File: config.mk
export PLATFORM = sky130hd
export DESIGN_NAME = alsu_stage_array
export DESIGN_NICKNAME = d
export VERILOG_FILES = /design/src/rtl/alsu_pkg.sv /design/src/rtl/alsu_arith_bit.sv /design/src/rtl/alsu_logic_bit.sv /design/src/rtl/alsu_out_mux.sv /design/src/rtl/alsu_stage_array.sv
export SDC_FILE = /design/constraint.sdc
export NUM_CORES = 1
export LEC_CHECK = 0
export ABC_CLOCK_PERIOD_IN_PS = 5700
export BUFFER_PORTS_ARGS = -buffer_cell sky130_fd_sc_hd__buf_2
export CORE_MARGIN = 2
export CORE_UTILIZATION = 55
export DETAILED_ROUTE_END_ITERATION = 7
export PLACE_DENSITY = 0.85
export RECOVER_POWER = 50
export SLEW_MARGIN = 20
export SYNTH_ARGS = -nofsm -noshare
export SYNTH_HDL_FRONTEND = slang
export SYNTH_SLANG_ARGS = --single-unit
File: constraint.sdc
create_clock -name vclk -period 5.7
set_clock_uncertainty 0.2 [all_clocks]
set_input_delay 0.285 -clock vclk [all_inputs]
set_output_delay 0.285 -clock vclk [all_outputs]
set_load 0.1 [all_outputs]
File: src/rtl/alsu_pkg.sv
package alsu_pkg;

  // Operation class taken from sel[3:2]
  typedef enum logic [1:0] {
    CLS_ARITH = 2'b00,
    CLS_LOGIC = 2'b01,
    CLS_SHR   = 2'b10,
    CLS_SHL   = 2'b11
  } alsu_class_e;

  // Bitwise function taken from sel[1:0] in the logic class
  typedef enum logic [1:0] {
    LG_AND  = 2'b00,
    LG_OR   = 2'b01,
    LG_XOR  = 2'b10,
    LG_NOTA = 2'b11
  } alsu_logic_e;

  // Adder second-operand source taken from sel[1:0] in the arithmetic class
  typedef enum logic [1:0] {
    OPD_B    = 2'b00,
    OPD_BINV = 2'b01,
    OPD_ZERO = 2'b10,
    OPD_ONES = 2'b11
  } alsu_opd_e;

endpackage

File: src/rtl/alsu_arith_bit.sv
module alsu_arith_bit
  import alsu_pkg::*;
(
  input  logic       a_i,
  input  logic       b_i,
  input  logic [1:0] opd_sel_i,
  input  logic       c_i,
  output logic       d_o,
  output logic       c_o
);

  logic y;

  // Second-operand selector in front of the full adder
  always_comb begin
    unique case (alsu_opd_e'(opd_sel_i))
      OPD_B:    y = b_i;
      OPD_BINV: y = ~b_i;
      OPD_ZERO: y = 1'b0;
      default:  y = 1'b1;
    endcase
  end

  // Full adder slice
  assign d_o = a_i ^ y ^ c_i;
  assign c_o = (a_i & y) | (c_i & (a_i ^ y));

endmodule

File: src/rtl/alsu_logic_bit.sv
module alsu_logic_bit
  import alsu_pkg::*;
(
  input  logic       a_i,
  input  logic       b_i,
  input  logic [1:0] fn_sel_i,
  output logic       e_o
);

  always_comb begin
    unique case (alsu_logic_e'(fn_sel_i))
      LG_AND:  e_o = a_i & b_i;
      LG_OR:   e_o = a_i | b_i;
      LG_XOR:  e_o = a_i ^ b_i;
      default: e_o = ~a_i;
    endcase
  end

endmodule

File: src/rtl/alsu_out_mux.sv
module alsu_out_mux
  import alsu_pkg::*;
(
  input  logic [1:0] cls_i,
  input  logic       d_i,
  input  logic       e_i,
  input  logic       shr_tap_i,
  input  logic       shl_tap_i,
  output logic       f_o
);

  always_comb begin
    unique case (alsu_class_e'(cls_i))
      CLS_ARITH: f_o = d_i;
      CLS_LOGIC: f_o = e_i;
      CLS_SHR:   f_o = shr_tap_i;
      default:   f_o = shl_tap_i;
    endcase
  end

endmodule

File: src/rtl/alsu_stage_array.sv
module alsu_stage_array
  import alsu_pkg::*;
#(
  parameter int WIDTH = 8
) (
  input  logic [WIDTH-1:0] a_i,
  input  logic [WIDTH-1:0] b_i,
  input  logic [3:0]       sel_i,
  input  logic             cin_i,
  input  logic             ser_r_i,
  input  logic             ser_l_i,
  output logic [WIDTH-1:0] f_o,
  output logic             cout_o
);

  localparam int MSB = WIDTH - 1;

  logic [1:0]     cls;
  logic [1:0]     sub;
  logic [WIDTH:0] carry;
  logic [MSB:0]   d_bus;
  logic [MSB:0]   e_bus;
  logic [MSB:0]   shr_tap;
  logic [MSB:0]   shl_tap;

  assign cls      = sel_i[3:2];
  assign sub      = sel_i[1:0];
  assign carry[0] = cin_i;

  for (genvar i = 0; i < WIDTH; i++) begin : g_slice
    alsu_arith_bit u_arith (
      .a_i       (a_i[i]),
      .b_i       (b_i[i]),
      .opd_sel_i (sub),
      .c_i       (carry[i]),
      .d_o       (d_bus[i]),
      .c_o       (carry[i+1])
    );

    alsu_logic_bit u_logic (
      .a_i      (a_i[i]),
      .b_i      (b_i[i]),
      .fn_sel_i (sub),
      .e_o      (e_bus[i])
    );

    // Neighbour taps for one-place shifts; the ends take the fill bits
    if (i == MSB) begin : g_top_end
      assign shr_tap[i] = ser_r_i;
    end else begin : g_top_mid
      assign shr_tap[i] = a_i[i+1];
    end

    if (i == 0) begin : g_low_end
      assign shl_tap[i] = ser_l_i;
    end else begin : g_low_mid
      assign shl_tap[i] = a_i[i-1];
    end

    alsu_out_mux u_mux (
      .cls_i     (cls),
      .d_i       (d_bus[i]),
      .e_i       (e_bus[i]),
      .shr_tap_i (shr_tap[i]),
      .shl_tap_i (shl_tap[i]),
      .f_o       (f_o[i])
    );
  end

  assign cout_o = (alsu_class_e'(cls) == CLS_ARITH) ? carry[WIDTH] : 1'b0;

  always_comb begin
    if (alsu_class_e'(cls) != CLS_ARITH) begin

      cout_quiet_chk: assert (cout_o == 1'b0)
        else $error("carry out not zero outside arithmetic class");
    end
    if (alsu_class_e'(cls) == CLS_SHR) begin

      shr_fill_chk: assert (f_o[MSB] == ser_r_i && f_o[MSB-1:0] == a_i[MSB:1])
        else $error("shift toward LSB result wrong");
    end
    if (alsu_class_e'(cls) == CLS_SHL) begin

      shl_fill_chk: assert (f_o[0] == ser_l_i && f_o[MSB:1] == a_i[MSB-1:0])
        else $error("shift toward MSB result wrong");
    end
    if (alsu_class_e'(cls) == CLS_ARITH && alsu_opd_e'(sub) == OPD_ZERO && !cin_i) begin

      xfer_chk: assert (f_o == a_i && cout_o == 1'b0)
        else $error("zero-operand add did not pass A through");
    end
    if (alsu_class_e'(cls) == CLS_LOGIC && alsu_logic_e'(sub) == LG_XOR) begin

      xor_chk: assert (f_o == (a_i ^ b_i))
        else $error("logic XOR result wrong");
    end
  end

endmodule

==> Yosys cells after proc, flatten, opt, wreduce, memory -nomap -nowiden <==
Index checks and enable logic that the tools add are counted.
{ "totals": {"reg_bits": 0, "in_bits": 23, "out_inout_bits": 9, "word_cells": 111} }
{ "classes": {"eq_ne": 4, "mux": 25, "n_bitwise": 80, "reduce_logical": 2} }
{ "op_table": {"columns": ["cell", "n"], "rows": [
  ["1-bit case mux with 3 select lines", 24],
  ["1-bit AND", 24],
  ["1-bit bitwise XOR", 24],
  ["1-bit NOT", 16],
  ["1-bit bitwise OR", 16],
  ["2-bit by 1-bit == test with 1-bit output (second input constant)", 2],
  ["2-bit == test (second input constant)", 2],
  ["2-bit logical NOT", 2],
  ["1-bit two-way mux", 1]
]} }

==> Depth between registers and ports, before layout <==
Gate-level depths: netlist of the first run.
{ "depth": {"depth_word": 20, "mapped_depth": 17, "depth_no_buf": 14} }

==> Modules after synthesis <==
Synthesis of the first run repeated with hierarchy kept, for this count alone.
{ "hier_totals": {"hier_cells": 113, "area_unflattened_um2": 1123.6} }
{ "modules_own_cells": {"columns": ["mod", "n_inst", "cells_each", "area_each_um2", "seq_area_each_um2"], "rows": [
  ["alsu_logic_bit", 8, 6, 58.8, 0.0],
  ["alsu_arith_bit", 8, 7, 57.6, 0.0],
  ["alsu_out_mux", 8, 1, 22.5, 0.0],
  ["alsu_stage_array", 1, 1, 12.5, 0.0]
]} }

==> Worst setup path before layout of the first run <==
Ideal clock, no wire load.
{ "synth_path": {"path_kind": "input -> output", "start": "input sel_i[1]", "end": "output cout_o", "arrival_time_ns": 5.022, "required_time_ns": 5.215, "setup_slack_ns": 0.193, "stages": 14, "path_buffers": 2, "cell_sequence": "buf_4 buf_2 nand2b_1 xnor2_1 fa_1 fa_1 fa_1 fa_1 fa_1 inv_1 fa_1 fa_1 fa_1 nor3_1"} }
{ "synth_via": {"elab_chain_len": 20, "word_cells_on_any_way": 44, "cone_classes": "eq/ne: 2; mux: 9; bitwise: 32; reduce/logical: 1"} }
{ "synth_lines": {"columns": ["item", "line", "source"], "rows": [
  ["from (decl)", "alsu_stage_array.sv:8", "input logic [3:0] sel_i,"],
  ["2-bit == test (tied with other cells)", "alsu_arith_bit.sv:16", "unique case (alsu_opd_e'(opd_sel_i))"],
  ["1-bit case mux with 3 select lines", "alsu_arith_bit.sv:16", null],
  ["1-bit bitwise XOR", "alsu_arith_bit.sv:26", "assign c_o = (a_i & y) | (c_i & (a_i ^ y));"],
  ["1-bit AND", "alsu_arith_bit.sv:26", null],
  ["1-bit bitwise OR", "alsu_arith_bit.sv:26", null],
  ["1-bit AND", "alsu_arith_bit.sv:26", null],
  ["1-bit bitwise OR", "alsu_arith_bit.sv:26", null],
  ["1-bit AND", "alsu_arith_bit.sv:26", null],
  ["(+4 left out)", null, null],
  ["1-bit bitwise OR", "alsu_arith_bit.sv:26", null],
  ["1-bit AND", "alsu_arith_bit.sv:26", null],
  ["1-bit bitwise OR", "alsu_arith_bit.sv:26", null],
  ["1-bit AND", "alsu_arith_bit.sv:26", null],
  ["1-bit bitwise OR", "alsu_arith_bit.sv:26", null],
  ["1-bit AND", "alsu_arith_bit.sv:26", null],
  ["1-bit bitwise OR *", "alsu_arith_bit.sv:26", null],
  ["1-bit two-way mux *", "alsu_stage_array.sv:70", "assign cout_o = (alsu_class_e'(cls) == CLS_ARITH) ? carry[WIDTH] : 1'b0;"],
  ["to (decl)", "alsu_stage_array.sv:13", "output logic cout_o"]
]} }
Mark *: on every way between the ends. The rest lies on a longest branch, timed or not.

==> Final worst setup path of the first run <==
{ "layout_path": {"start": "input sel_i[0]", "end": "output f_o[7]"} }
{ "layout_via": {"elab_chain_len": 19, "word_cells_on_any_way": 43, "cone_classes": "eq/ne: 2; mux: 10; bitwise: 30; reduce/logical: 1"} }
{ "layout_lines": {"columns": ["item", "line", "source"], "rows": [
  ["2-bit == test (tied with other cells)", "alsu_arith_bit.sv:16, alsu_logic_bit.sv:11", null],
  ["1-bit case mux with 3 select lines", "alsu_arith_bit.sv:16", null],
  ["1-bit bitwise XOR", "alsu_arith_bit.sv:26", null],
  ["1-bit AND", "alsu_arith_bit.sv:26", null],
  ["1-bit bitwise OR", "alsu_arith_bit.sv:26", null],
  ["1-bit AND", "alsu_arith_bit.sv:26", null],
  ["1-bit bitwise OR", "alsu_arith_bit.sv:26", null],
  ["1-bit AND", "alsu_arith_bit.sv:26", null],
  ["(+3 left out)", null, null],
  ["1-bit AND", "alsu_arith_bit.sv:26", null],
  ["1-bit bitwise OR", "alsu_arith_bit.sv:26", null],
  ["1-bit AND", "alsu_arith_bit.sv:26", null],
  ["1-bit bitwise OR", "alsu_arith_bit.sv:26", null],
  ["1-bit AND", "alsu_arith_bit.sv:26", null],
  ["1-bit bitwise OR", "alsu_arith_bit.sv:26", null],
  ["1-bit bitwise XOR", "alsu_arith_bit.sv:25", "assign d_o = a_i ^ y ^ c_i;"],
  ["1-bit case mux with 3 select lines *", "alsu_out_mux.sv:13", "unique case (alsu_class_e'(cls_i))"],
  ["to (decl)", "alsu_stage_array.sv:12", "output logic [WIDTH-1:0] f_o,"]
]} }
Marked as above.

==> results of run 1 <==
## critical path, cell delays in order
cell and delay, ps:
clkbuf_1 540, xnor2_1 180, fa_1 410, fa_1 410, fa_1 410, fa_1 390, fa_1 360, inv_1 70
fa_1 180, fa_1 190, fa_1 420, nand2b_1 90, a21oi_1 60, a31oi_1 150, buf_2 440
## cells in the final DEF (no fill, tap or decap), drive strengths merged
master and count:
a211oi 1, a21boi 1, a21oi 4, a22o 1
a22oi 6, a31oi 2, a32oi 2, buf 29
clkbuf 4, fa 8, ha 16, inv 20
mux2 6, mux2i 7, mux4 4, nand2 6
nand2b 7, nor2 5, nor2b 1, nor3 1
o22a 1, xnor2 8
## synthesized netlist by cell type (all sizes together)
master	count
inv	20
ha	16
buf	11
fa	8
xnor2	8
mux2i	7
nand2b	7
a22oi	6
mux2	6
nand2	6
nor2	5
a21oi	4
mux4	4
clkbuf	3
a31oi	2
a32oi	2
a211oi	1
a21boi	1
a22o	1
nor2b	1
nor3	1
o22a	1
## worst min path at each step
| stage | endpoint | slack (ps) | cells after the start |
|---|---|---|---|
| floorplan | f_o[3] | 700 | 3 |
| global placement | f_o[3] | 930 | 4 |
| detailed placement | f_o[2] | 960 | 4 |
| CTS | f_o[2] | 960 | 4 |
| global route | f_o[4] | 1000 | 4 |
| finish | f_o[4] | 980 | 4 |
## per-layer routing
layer | share of wire, % | GRT usage, % | routed length, µm
met5 | 0 | 0 | 0
met3 | 5.7 | 1.509 | 127
met1 | 37 | 25.52 | 825
met4 | 0.089 | 2.703 | 2
met2 | 57 | 44.59 | 1291
## per-stage QoR
stage	hold slack, ps	cell area, µm²	power [µW]	setup WS, ps	util (%)
global placement	934.7	1156	158.5	1101	65.53
floorplan	697.4	1049	142.3	192.5	-
finish	976.2	1151	163.7	622.1	65.25
global route	999.7	1151	177.6	419.6	65.25
CTS	955.5	1156	165.0	974.5	65.53
detailed placement	955.5	1156	164.7	984.0	65.53
## power by group through the flow
stage | clock [µW] | combinational, µW | sequential, µW
after floorplan | 0 | 142 | 0
after detailed placement | 0 | 165 | 0
after CTS | 0 | 165 | 0
after global placement | 0 | 159 | 0
final | 0 | 164 | 0
after global routing | 0 | 178 | 0
## area by class of cell
| class | count | area share (%) |
|---|---|---|
| multi-input combinational | 87 | 76.63 |
| inverter | 20 | 6.522 |
| tap | 25 | 2.717 |
| timing repair buffer | 33 | 14.13 |
## cell families after synthesis
kind of cell | count (synthesis)
compound gates | 18
xor+xnor | 8
fa+ha+maj | 24
buf+inv | 34
mux | 17
simple gates | 20
==> flow_summary.ini, run 1 <==
[detailed_routing]
dr.pass1.iters = 4
drtIter0Drc = 25
drt_wl_total_um = 2246
drc = 0
wl_per_cell_um = 13.61
vias = 904
drtAntennaViolNets = 0
viasPerCell = 5.479

[placed_design]
dp_hpwl_um = 1872
finalWeightedCongestion = 0.7841
port-buffer-count = 32
placed_cells = 165

[floorplan]
dieArea_um2 = 2271
die_height_um = 47.66
core_um2 = 1764
initial_core_util_pct = 59.43
dieWidth_um = 47.66
num_rows = 15
ios = 32

[power]
power_frac_clock_pct = 0
p_seq_share_pct = 0
vdd_ir_drop_max_v = 0.00009034
leakage_uw = 0.0005891
combPwrFrac_pct = 100.0
switchingPower_uw = 114.9
p_int_uw = 48.85
power.density_nw_per_um2 = 142.3
p_sw_share_pct = 70.17

[grt]
track_usage_pct = 22.00
grt_pass1_wl_um = 3636
antenna_found_initial = 0
grt_max_degree = 22
grt-ovfl-total = 0
grt_pass1_vias = 855

[logic_synthesis]
synth_adder_area_share_pct = 34.37
synth_compound_area_share_pct = 12.17
synth_cell_types = 24
synth_mux_area_share_pct = 21.72
synth_top_family_by_area = adder cells
synth_seq_area_share_pct = 0
syn-num-nets = 168
ys_top_cells_by_area = ha_1 (19%), fa_1 (15%), mux4_2 (8.6%)
yosysTopAreaCell = ha_1
synthXorXnorAreaFrac_pct = 6.683
post_synth.cell_area_avg_um2 = 8.665
synthSimpleGateAreaFrac_pct = 9.189
synth_top_area_share_pct = 19.09
synthesis.area_um2 = 1049
syn_inst = 121
yosysWarnings = 0

[sta]
finalSetupTns_ps = 0
drv_slew = 0
rsz0062_at_grt = no
period_needed_ps = 5078
slew_headroom_pct = 22.80
fmax_ghz = 0.1969
max_slew.worst_pin.slew_ps = 1163
setup_viol = 0
post-route-period-util_pct = 89.09
hold_violations = 0

[critical_path]
cp.arrival_ps = 4590
path_max_fanout = 12
cp-startpoint = sel_i[0]
start_kind = input port
worst-setup-path-type = input port to output pin
critical_path.endpoint_type = output pin
critPathRequiredTime_ps = 5220
crit_end = f_o[7]

[status]
outcome = finished, final reports clean

[finish]
finalNonFillerCells = 165
regArea_um2 = 0
clockBufferCount = 0
seq_cell_count = 0
n_fill_cell = 168
multi_input_area_um2 = 882.1
synthToLayoutAreaGrowth_pct = 9.785
nets = 189
diodes = 0
drive_gt1_share_pct = 28.57

[clock_network]
post-cts-setup-buffers = 0
cts_hold_buf = 0
post_cts_resized = 0

[worst_hold_path]
hold_path.startpoint = a_i[5]
hp-class = input port to output pin

[flow_run]
drv_cap = 0
Power figures use the tool's default switching activity.
==> run 2, diff against run 1 <==
CORE_MARGIN = 3   (was 2)
==> flow_summary.ini, run 2 (synthesized netlist as in run 1, its figures left out) <==
[floorplan]
dieWidth_um = 49.66
ios = 32
die_height_um = 49.66
dieArea_um2 = 2466
core_um2 = 1764
num_rows = 15
initial_core_util_pct = 59.43

[flow_run]
drv_cap = 0

[finish]
mostFrequentLayoutCells = buf_2 (28), inv_1 (19), ha_1 (16), xnor2_1 (8), fa_1 (8)
finalInstanceArea_um2 = 1151
seq_cell_count = 0
clockBufferCount = 0
diodes = 0
regArea_um2 = 0
utilization_pct = 65.25
nets = 189
final_common_cell = buf_2
synthToLayoutAreaGrowth_pct = 9.785
n_fill_cell = 169
drive_gt1_share_pct = 28.57

[clock_network]
post_cts_resized = 0
post-cts-setup-buffers = 0
cts_hold_buf = 0

[grt]
grt-ovfl-total = 0
track_usage_pct = 19.09
grt_pass1_vias = 989
grt_max_degree = 22
grt_pass1_wl_um = 3912
antenna_found_initial = 0

[critical_path]
worst-setup-path-type = input port to output pin
path_max_fanout = 12
start_kind = input port
cp.arrival_ps = 4560
critPathRequiredTime_ps = 5220
critical_path.endpoint_type = output pin

[detailed_routing]
drc = 0
drtIter0Drc = 15
drtAntennaViolNets = 0
wl_per_cell_um = 13.39
dr.pass1.iters = 4
vias = 913
viasPerCell = 5.533
drt_wl_total_um = 2209

[worst_hold_path]
hold_path.startpoint = a_i[5]
hold_depth = 4
hp-class = input port to output pin
min_delay_worst_endpoint = f_o[4]

[power]
p_seq_share_pct = 0
power_frac_clock_pct = 0
p_sw_share_pct = 70.24
vdd_ir_drop_max_v = 0.00009079
p_int_uw = 48.44
combPwrFrac_pct = 100.0
switchingPower_uw = 114.3
power.density_nw_per_um2 = 141.4
power.total_uw = 162.8
leakage_uw = 0.0005891

[placed_design]
pre_cts_slack_ps = 983.5
port-buffer-count = 32
place_area_um2 = 1156
dp_hpwl_um = 1817
finalWeightedCongestion = 0.8355

[sta]
worst_slack_ps = 658.3
period_needed_ps = 5042
fmax_ghz = 0.1983
slew_headroom_pct = 22.81
finalSetupTns_ps = 0
rsz0062_at_grt = no
setup_viol = 0
post-route-period-util_pct = 88.45
max_slew.worst_pin.slew_ps = 1163
hold_violations = 0
drv_slew = 0

[status]
outcome = finished, final reports clean
## run 2: cell counts in the layout (fill, tap and decap cells not counted)
No cell type changed its count.
## run 2: power groups by stage
stage | logic, µW | registers, µW | clock network (µW)
finish | 163 | 0 | 0
global route | 177 | 0 | 0
CTS | 165 | 0 | 0
detailed placement | 164 | 0 | 0
global placement | 159 | 0 | 0
floorplan | 142 | 0 | 0
## run 2: worst max-delay path by stage
| stage | startpoint | end | slack [ps] | cells past startpoint |
|---|---|---|---|---|
| after floorplan | sel_i[1] | cout_o | 190 | 14 |
| after global placement | sel_i[0] | f_o[7] | 1100 | 15 |
| after detailed placement | sel_i[0] | f_o[7] | 980 | 15 |
| after CTS | sel_i[0] | f_o[7] | 970 | 15 |
| after global routing | sel_i[0] | f_o[7] | 440 | 15 |
| final | sel_i[0] | f_o[7] | 660 | 15 |
## run 2: critical path, stage by stage
cell	delay (ps)
clkbuf_1	530
xnor2_1	180
fa_1	410
fa_1	390
fa_1	390
fa_1	390
fa_1	380
inv_1	70
fa_1	180
fa_1	190
fa_1	410
nand2b_1	80
a21oi_1	60
a31oi_1	150
buf_2	450
## run 2: per-layer routing
| layer | wire, µm | GRT usage, % |
|---|---|---|
| met1 | 853 | 21.01 |
| met2 | 1244 | 40.09 |
| met3 | 111 | 0.6042 |
| met4 | 0 | 2.304 |
| met5 | 0 | 0 |
## run 2: per-stage QoR
stage | instances | hold slack [ps]
final | 165 | 963.2
after global routing | 165 | 1001
after CTS | 165 | 952.9
after detailed placement | 165 | 952.5
after global placement | 165 | 944.1
after floorplan | 121 | 697.4
## run 2: cell type report
class	count	area [µm²]	share of cell area (%)
multi-input cells	87	882.1	76.63
repair buffers	33	162.7	14.13
inverters	20	75.07	6.522
well taps	25	31.28	2.717
==> run 3, diff against run 2 <==
GPL_TIMING_DRIVEN = 0   (was unset)
==> flow_summary.ini, run 3 (synthesized netlist as in run 1, its figures left out) <==
[detailed_routing]
dr.pass1.iters = 4
viasPerCell = 5.260
wl_per_cell_um = 13.11
vias = 931
drtAntennaViolNets = 0
drt_wl_total_um = 2320
drtIter0Drc = 6
drc = 0

[status]
outcome = finished, final reports clean

[worst_hold_path]
hp-class = input port to output pin

[floorplan]
dieArea_um2 = 2466
initial_core_util_pct = 59.43
core_um2 = 1764
dieWidth_um = 49.66
ios = 32
die_height_um = 49.66
num_rows = 15

[sta]
rsz0062_at_grt = no
drv_slew = 0
slew_headroom_pct = 22.87
post-route-period-util_pct = 92.43
period_needed_ps = 5269
fmax_ghz = 0.1898
finalSetupTns_ps = 0
max_slew.worst_pin.slew_ps = 1162
hold_violations = 0
setup_viol = 0

[flow_run]
drv_cap = 0

[clock_network]
post-cts-setup-buffers = 0
post_cts_resized = 0
cts_hold_buf = 0

[finish]
mostFrequentLayoutCells = buf_2 (29), inv_1 (19), ha_1 (16), buf_4 (10)
seq_cell_count = 0
drive_gt1_share_pct = 32.89
clockBufferCount = 0
n_fill_cell = 151
regArea_um2 = 0
diodes = 0
nets = 201
final_common_cell = buf_2
synthToLayoutAreaGrowth_pct = 17.42

[critical_path]
critical_path.endpoint_type = output pin
start_kind = input port
worst-setup-path-type = input port to output pin
cp.arrival_ps = 4780
critPathRequiredTime_ps = 5220
path_max_fanout = 10

[power]
power.total_uw = 176.5
power.density_nw_per_um2 = 143.3
leakage_uw = 0.0006385
vdd_ir_drop_max_v = 0.00009208

[grt]
grt-ovfl-total = 0
track_usage_pct = 20.38
grt_pass1_vias = 955
antenna_found_initial = 0
grt_pass1_wl_um = 4133
grt_max_degree = 11

[placed_design]
finalWeightedCongestion = 0.8406
port-buffer-count = 31
dp_hpwl_um = 1973
[run 3: final cells by class]
cell class	instances	area, µm²	area share [%]
timing repair buffer	31	151.4	12.30
multi-input combinational	87	882.1	71.65
tap	25	31.28	2.541
buffer	14	91.34	7.419
inverter	20	75.07	6.098
[run 3: where the power goes]
| part | internal [µW] | total [µW] | switching (µW) |
|---|---|---|---|
| registers | 0 | 0 | 0 |
| logic | 59.2 | 176 | 117 |
| clock network | 0 | 0 | 0 |
| total | 59.2 | 176 | 117 |
[run 3: per-layer routing]
layer  wire length [µm]  share of wire [%]  GRT usage (%)
met4                 34                1.5          2.765
met3                 98                4.2         0.9063
met1                923                 40          25.42
met5                  0                  0              0
met2               1264                 54          38.99
[run 3: path summary, 6_finish.rpt]
kind	start	to	depth (start not counted)
worst min-delay path	a_i[5]	f_o[4]	5
worst max-delay path	sel_i[1]	f_o[7]	19
[run 3: critical path, cell delays in order]
cell,delay (ps)
buf_2,130
buf_4,190
buf_2,210
nand2b_1,180
xnor2_1,140
fa_1,380
fa_1,400
fa_1,390
fa_1,380
fa_1,370
inv_1,90
fa_1,180
fa_1,190
fa_1,410
nand2b_1,80
a21oi_1,60
a31oi_1,170
buf_4,130
buf_2,410
[run 3: metrics by stage]
step                std cells  hold slack, ps  setup slack (ps)  instance area (µm²)  utilization, %
floorplan                 121           697.4             192.5                 1049               -
global placement          177            1048             520.6                 1235           70.00
detailed placement        177            1064             441.9                 1235           70.00
CTS                       177            1064             428.8                 1235           70.00
global route              177            1119             209.2                 1231           69.79
finish                    177            1083             431.2                 1231           69.79
